**config.mk**
```make
export PLATFORM = sky130hd
export DESIGN_NAME = eee_lpi_ctrl
export DESIGN_NICKNAME = d
export VERILOG_FILES = /design/src/rtl/eee_lpi_pkg.sv /design/src/rtl/eee_link_timer.sv /design/src/rtl/eee_wake_timer.sv /design/src/rtl/eee_lpi_fsm.sv /design/src/rtl/eee_lpi_ctrl.sv
export SDC_FILE = /design/constraint.sdc
export NUM_CORES = 1
export LEC_CHECK = 0
export ABC_CLOCK_PERIOD_IN_PS = 6850
export BUFFER_PORTS_ARGS = -buffer_cell sky130_fd_sc_hd__buf_2
export CORE_MARGIN = 2
export CORE_UTILIZATION = 40
export CTS_CLUSTER_SIZE = 30
export DETAILED_ROUTE_END_ITERATION = 8
export GPL_ROUTABILITY_DRIVEN = 0
export PLACE_DENSITY_LB_ADDON = 0.05
export SKIP_CTS_REPAIR_TIMING = 1
export SYNTH_ARGS = -nofsm -noshare
export SYNTH_HDL_FRONTEND = slang
export SYNTH_SLANG_ARGS = --single-unit
```
**constraint.sdc**
```tcl
create_clock -name clk -period 6.85 [get_ports clk]
set_input_delay 0 -clock clk [delete_from_list [all_inputs] [get_ports clk]]
set_output_delay 0 -clock clk [all_outputs]
set_load 0.01 [all_outputs]
```
**src/rtl/eee_lpi_pkg.sv**
```systemverilog
package eee_lpi_pkg;

    typedef enum logic [1:0] {
        ST_ACTIVE    = 2'd0,
        ST_LINK_WAIT = 2'd1,
        ST_LPI       = 2'd2,
        ST_WAKE      = 2'd3
    } lpi_state_e;

    typedef struct packed {
        logic lpi_en;
        logic auto_en;
        logic gate_en;
        logic link_up;
    } lpi_ctrl_t;

    localparam int TIMER_WORD_W = 32;
    localparam int WAKE_LSB     = 0;
    localparam int LS_LSB       = 16;

    function automatic logic is_armed(input lpi_ctrl_t c);
        return c.lpi_en && c.auto_en;
    endfunction

endpackage

```
**src/rtl/eee_link_timer.sv**
```systemverilog
module eee_link_timer #(
    parameter int CNT_W = 10
) (
    input  logic             clk,
    input  logic             rst,
    input  logic             link_up,
    input  logic             tick,
    input  logic [CNT_W-1:0] target,
    output logic             met
);
    logic [CNT_W-1:0] cnt_q;

    always_ff @(posedge clk) begin
        if (rst || !link_up)
            cnt_q <= '0;
        else if (tick && (cnt_q < target))
            cnt_q <= cnt_q + 1'b1;
    end

    assign met = link_up && (cnt_q >= target);

    // a low link flag leaves no credit behind
    a_r8_no_credit_after_drop: assert property (@(posedge clk) disable iff (rst)
        (!link_up) |=> (cnt_q == '0 || $past(tick)));
endmodule

```
**src/rtl/eee_wake_timer.sv**
```systemverilog
module eee_wake_timer #(
    parameter int CNT_W = 16
) (
    input  logic             clk,
    input  logic             rst,
    input  logic             start,
    input  logic             run,
    input  logic             tick,
    input  logic [CNT_W-1:0] target,
    output logic             done
);
    logic [CNT_W-1:0] cnt_q;

    always_ff @(posedge clk) begin
        if (rst || start)
            cnt_q <= '0;
        else if (run && tick && (cnt_q < target))
            cnt_q <= cnt_q + 1'b1;
    end

    assign done = (cnt_q >= target);

    // each counted step is backed by a microsecond tick
    a_r7_count_needs_tick: assert property (@(posedge clk) disable iff (rst)
        (cnt_q != $past(cnt_q) && cnt_q != '0) |-> $past(tick && run));
endmodule

```
**src/rtl/eee_lpi_fsm.sv**
```systemverilog
module eee_lpi_fsm
    import eee_lpi_pkg::*;
(
    input  logic       clk,
    input  logic       rst,
    input  lpi_ctrl_t  ctrl,
    input  logic       ls_met,
    input  logic       wake_done,
    input  logic       tx_pending,
    output lpi_state_e state_q,
    output logic       wake_start,
    output logic       entry_q,
    output logic       exit_q
);
    lpi_state_e state_d;
    logic       armed;

    assign armed = is_armed(ctrl);

    always_comb begin
        state_d = state_q;
        unique case (state_q)
            ST_ACTIVE:
                if (ctrl.link_up && armed) state_d = ST_LINK_WAIT;
            ST_LINK_WAIT:
                if (!ctrl.link_up || !armed)    state_d = ST_ACTIVE;
                else if (ls_met && !tx_pending) state_d = ST_LPI;
            ST_LPI:
                if (!ctrl.link_up)            state_d = ST_ACTIVE;
                else if (tx_pending || !armed) state_d = ST_WAKE;
            ST_WAKE:
                if (!ctrl.link_up || wake_done) state_d = ST_ACTIVE;
            default: state_d = ST_ACTIVE;
        endcase
    end

    assign wake_start = (state_q == ST_LPI) && (state_d == ST_WAKE);

    always_ff @(posedge clk) begin
        if (rst) begin
            state_q <= ST_ACTIVE;
            entry_q <= 1'b0;
            exit_q  <= 1'b0;
        end else begin
            state_q <= state_d;
            entry_q <= (state_d == ST_LPI) && (state_q != ST_LPI);
            exit_q  <= (state_q == ST_LPI) && (state_d != ST_LPI);
        end
    end

    // link loss always lands in the active state
    a_r8_link_drop: assert property (@(posedge clk) disable iff (rst)
        (!ctrl.link_up) |=> (state_q == ST_ACTIVE));
    // idle entry only with all conditions met
    a_r4_entry_cond: assert property (@(posedge clk) disable iff (rst)
        (state_q == ST_LPI && $past(state_q) != ST_LPI)
        |-> $past(ls_met && armed && !tx_pending));
    // wake is reached only from idle
    a_r6_wake_from_idle: assert property (@(posedge clk) disable iff (rst)
        (state_q == ST_WAKE && $past(state_q) != ST_WAKE) |-> ($past(state_q) == ST_LPI));
    // wake ends only on timer expiry or link loss
    a_r7_wake_exit: assert property (@(posedge clk) disable iff (rst)
        ($past(state_q) == ST_WAKE && state_q == ST_ACTIVE)
        |-> ($past(wake_done) || !$past(ctrl.link_up)));
    // pulses last one cycle
    a_r10_entry_single: assert property (@(posedge clk) disable iff (rst)
        entry_q |=> !entry_q);
    a_r10_exit_single: assert property (@(posedge clk) disable iff (rst)
        exit_q |=> !exit_q);
endmodule

```
**src/rtl/eee_lpi_ctrl.sv**
```systemverilog
module eee_lpi_ctrl
    import eee_lpi_pkg::*;
#(
    parameter int WAKE_W = 16,
    parameter int LS_W   = 10
) (
    input  logic        clk,
    input  logic        rst,
    input  logic        cfg_lpi_en,
    input  logic        cfg_auto_en,
    input  logic        cfg_gate_en,
    input  logic        cfg_link_up,
    input  logic [31:0] cfg_timer_word,
    input  logic        tick_ms,
    input  logic        tick_us,
    input  logic        tx_pending,
    output logic        lpi_assert,
    output logic        txclk_gate_req,
    output logic        tx_allowed,
    output logic [1:0]  state_o,
    output logic        lpi_entry_pulse,
    output logic        lpi_exit_pulse
);
    localparam int WAKE_MSB = WAKE_LSB + WAKE_W - 1;
    localparam int LS_MSB   = LS_LSB + LS_W - 1;

    lpi_ctrl_t        ctrl;
    lpi_state_e       state;
    logic [WAKE_W-1:0] wake_target;
    logic [LS_W-1:0]   ls_target;
    logic             ls_met, wake_done, wake_start, entry_q, exit_q;

    assign ctrl = '{lpi_en: cfg_lpi_en, auto_en: cfg_auto_en,
                    gate_en: cfg_gate_en, link_up: cfg_link_up};
    assign wake_target = cfg_timer_word[WAKE_MSB:WAKE_LSB];
    assign ls_target   = cfg_timer_word[LS_MSB:LS_LSB];

    eee_link_timer #(.CNT_W(LS_W)) u_link_timer (
        .clk(clk), .rst(rst), .link_up(ctrl.link_up), .tick(tick_ms),
        .target(ls_target), .met(ls_met)
    );

    eee_wake_timer #(.CNT_W(WAKE_W)) u_wake_timer (
        .clk(clk), .rst(rst), .start(wake_start), .run(state == ST_WAKE),
        .tick(tick_us), .target(wake_target), .done(wake_done)
    );

    eee_lpi_fsm u_fsm (
        .clk(clk), .rst(rst), .ctrl(ctrl), .ls_met(ls_met),
        .wake_done(wake_done), .tx_pending(tx_pending), .state_q(state),
        .wake_start(wake_start), .entry_q(entry_q), .exit_q(exit_q)
    );

    assign state_o         = state;
    assign lpi_assert      = (state == ST_LPI);
    assign tx_allowed      = (state == ST_ACTIVE) || (state == ST_LINK_WAIT);
    assign txclk_gate_req  = lpi_assert && ctrl.gate_en;
    assign lpi_entry_pulse = entry_q;
    assign lpi_exit_pulse  = exit_q;

    // clock stop only while idle
    a_r9_gate_in_idle: assert property (@(posedge clk) disable iff (rst)
        txclk_gate_req |-> lpi_assert);
    // entry pulse marks the first idle cycle
    a_r10_entry_first: assert property (@(posedge clk) disable iff (rst)
        lpi_entry_pulse |-> (lpi_assert && !$past(lpi_assert)));
    // exit pulse marks the first cycle after idle
    a_r10_exit_first: assert property (@(posedge clk) disable iff (rst)
        lpi_exit_pulse |-> (!lpi_assert && $past(lpi_assert)));
endmodule

```
* Word level (Yosys, flattened, before mapping) *
Cells that the tools add are included.
Widths: inputs -> output; s select.

cells by class
  reduce and logical (&&, ||, !) cells = 21
  $lt $le $gt $ge = 4
  muxes and demuxes = 7
  $add $sub $neg = 2
  equal/unequal tests = 7

operator list
  cell                   number
  $add 16x1->16 const B  1
  $ge 16x16->1           1
  $lt 16x16->1           1
  $mux 2                 6
  $logic_and 1x1->1      11
  $add 10x1->10 const B  1
  $ge 10x10->1           1
  $lt 10x10->1           1
  $eq 2x2->1 const B     4
  $pmux 2 s4             1
  $logic_or 1x1->1       6
  $ne 2x2->1 const B     2
  $logic_not 1->1        3
  $eq 2x1->1 const B     1
  $logic_not 2->1        1

word-level totals
  register bits after elaboration = 30
  input port bits = 41
  output and inout port bits = 7

* Longest topological paths before layout *
  depth in word-level cells = 9
  depth in mapped cells = 9
  depth with buffers taken out = 8

* Modules after synthesis *
A second synthesis with hierarchy kept.

second synthesis, totals
  cells, all modules = 269
  area total of the unflattened synthesis = 2194.6 µm²

by module, submodules not included
  module          sequential area each (µm²)  cells an instance  instances  area an instance (µm²)
  eee_wake_timer  320.3                       151                1          1181.1
  eee_link_timer  200.2                       94                 1          783.3
  eee_lpi_fsm     80.1                        20                 1          203.9
  eee_lpi_ctrl    0.0                         4                  1          26.3

* Worst setup path after synthesis *
OpenSTA, ideal clock, no wires.

  kind = register -> register
  from = register u_wake_timer.cnt_q[11]
  to = register u_wake_timer.cnt_q[11]
  stages on the path, launching flop included = 9
  library setup time = 115 ps
  setup slack = 4630 ps
  clock period less this slack = 2220 ps
  arrival = 2105 ps
  cells stage by stage = dfxtp_1 > ha_1 > a21oi_2 > o2111ai_1 > a311oi_2 > nand4_1 > buf_4 > o41a_1 > o21a_1

between the ends
  longest elaborated chain between the ends = 7
  elaborated cells on any way between the ends = 10
  classes of those cells = add/sub: 1; order compare: 2; eq/ne: 1; mux: 2; reduce/logical: 4

RTL lines
  what                    RTL line              text
  from (decl)             eee_wake_timer.sv:12  logic [CNT_W-1:0] cnt_q;
  from (signal assigned)  eee_wake_timer.sv:18  cnt_q <= cnt_q + 1'b1;
  $ge 16x16->1            eee_wake_timer.sv:21  assign done = (cnt_q >= target);
  $logic_or 1x1->1        eee_lpi_fsm.sv:32     if (!ctrl.link_up || wake_done) state_d = ST_ACTIVE;
  $mux 2                  eee_lpi_fsm.sv:32
  $pmux 2 s4              eee_lpi_fsm.sv:22     unique case (state_q)
  $eq 2x2->1              eee_lpi_fsm.sv:37     assign wake_start = (state_q == ST_LPI) && (state_d == ST_WAKE);
  $logic_and 1x1->1       eee_lpi_fsm.sv:37
  $logic_or 1x1->1        eee_wake_timer.sv:15  if (rst || start)

Parallel ways exist; a longest one is shown, timed or not.
A chain may end at the register's enable or synchronous reset.

* Final worst setup path *
  from = register u_wake_timer.cnt_q[11]
  to = register u_wake_timer.cnt_q[9]

Same word-level chain as after synthesis.

==> metrics <==
met2 Use GR=between 20% and 30%; final setup vio count=0; syn nets=between 300 and 400; Top Usage Layer GRT=met2; CTS Root Cell=clkbuf_8; H-tree depth=2; residual DRC count=0; share of layout cells above drive strength 1=between 20% and 30%; diode count=0; cell count after synthesis=around 270; post-DR vias/cell=around 5.2; syn_area_per_cell=a little over 8 µm²; post-layout power=around 0.38 mW; RSZ-0062 raised after global routing=false; Std-Cell Rows=26; largest net degree at the start of global routing=17; post-route clock period utilization=approximately two fifths; Worst-path clk slew=about 60 ps; Die ar.=about 6000 µm²; FFs w/ async S/R, synth=0%; clk_lat worst skew=roughly 280 ps; initial antenna violation count=0; most common cell after layout, fill and taps aside=buf_2; status=complete, no violations; CP endpoint kind=register; Synth cell types=52; Cell Area, Synth=~2200 µm²; number of synthesis warnings=0; Worst IR Drop VDD=79.8 µV; Detail Route Antenna Nets=0; GRT Util Overall=approximately 17%; met3 usage=roughly 3.4%; DR vias=a little under 2000; Die W=approximately 78 µm; commonest cells after routing, fill and taps aside=buf_2, inv_1, dfxtp_1, ha_1, nand2_1; clock sink total=30; HP Class=in2reg; max_cap viols=0; worst-path fanout max=11; Detailed Route WL=roughly 4700 µm; first-pass GRT wire length=8030 µm; IO Count=48; Port Buffers=between 40 and 50; met1 GRT Util=approximately a quarter; PD cells=roughly 150 nW/µm²; Iter 0 DRT Violations=136; part of the Yosys area used for sequential elements=around 28%; total grt overflow=0; CP startpoint kind=register; Initial Util=between 40% and 50%; Setup TNS Final=0 ps; register area=about 600 µm²; CP arrival=2870 ps; Synth-to-Final Area Change=17.7%; fmax=~380 MHz; Worst EP required=between 7000 and 8000 ps; Synth Register Bits=30; clk buf depth=2; Pre-Repair DR Iteration Count=4; Post-synth EDFFs=0; Worst Hold Depth=3; area occupied by multi-input gates=1400 µm²; final hold vios=0; Tmin final=approximately 2700 ps; leakage dissipation=between 1 and 1.5 nW; Max Transition Viols Final=0; Setup Crit Path Kind=reg2reg; routed len/inst=about 12 µm; height of the die=slightly below 80 µm; vias in the first global route=between 1500 and 2000; Inserted Clock Buffers=5; Final nets=380; Final Skew=approximately 8.9 ps; Slew HR=approximately a quarter; Slew @ Worst Pin=between 1000 and 1500 ps; dpl hpwl=3650 µm; Primary FF master, synth=dfxtp_1; worst-case reg-to-reg path depth=7; core box area=5170 µm²; fillcell total=527; CTS tree=yes
power by group:
part	internal [mW]	leakage [nW]	switching (mW)
Combinational	0.0161	0.795	0.0187
Sequential	0.175	0.242	0.00135
Clock	0.101	0.0575	0.0676
metal layers:
| metal | part of all wire [%] | up-vias |
|---|---|---|
| met1 | 52 | 884 |
| met3 | 4.1 | 5 |
| li1 | - | 1058 |
| met2 | 42 | 40 |
| met4 | 1.4 | 0 |
| met5 | 0 | - |
cells by family after synthesis:
family	share of synthesized area, %
AOI/OAI and AO/OA	16.6
xor gates and xnor gates	4.05
adders and majority gates	16.2
buffers and inverters	7.75
DFF	27.7
muxes	1.85
and+or+nand+nor	25.8
cells in the mapped netlist (7+ instances only):
| cell | n | area share, % |
|---|---|---|
| inv_1 | 35 | 6.1 |
| o21ai_0 | 9 | 2.1 |
| or4_1 | 7 | 2.4 |
| dfxtp_1 | 30 | 28 |
| nand2_1 | 19 | 3.3 |
| xnor2_1 | 10 | 4.0 |
| nand4_1 | 13 | 3.8 |
| nor3_1 | 7 | 1.6 |
| ha_1 | 28 | 16 |
| a21oi_1 | 17 | 3.9 |
| nor2_1 | 17 | 2.9 |
| nand3_1 | 9 | 2.1 |
per-stage QoR:
stage               instance area [µm²]  util (%)  hold WS [ps]  cells  worst slack, ps
floorplan                          2160         -          72.1    269             4630
global placement                   2430      47.0           254    373             4240
detailed placement                 2430      47.0           261    373             4210
CTS                                2540      49.1         -32.6    381             4180
global route                       2550      49.3          25.1    382             3990
finish                             2550      49.3          13.5    382             4190
layout make-up:
class	instances	area share, %
Tap cell	70	3.44
Sequential cell	30	23.6
Multi-Input combinational cell	196	54.8
Inverter	35	5.15
Clock buffer	8	4.32
Timing Repair Buffer	43	8.74
worst paths after layout:
path,startpoint,to,slack (ps)
max,u_wake_timer.cnt_q[11],u_wake_timer.cnt_q[9],4190
max reg2reg,u_wake_timer.cnt_q[11],u_wake_timer.cnt_q[9],4190
min reg2reg,u_wake_timer.cnt_q[15],u_wake_timer.cnt_q[15],480
min,tx_pending,u_fsm.entry_q,10
registers in the layout, summed over array words and instances (netlist names):
register,count
u_fsm.state_q,2
u_fsm.exit_q,1
u_wake_timer.cnt_q,16
u_link_timer.cnt_q,10
u_fsm.entry_q,1
critical path, cell delays in order (launching register included):
cell and delay [ps]:
dfxtp_1 430, ha_1 310, a21oi_2 160, o2111ai_1 130, a311oi_2 370, nand4_1 430, or4_1 620, a21oi_1 140
Note: power is estimated with default switching activity, not from simulation.
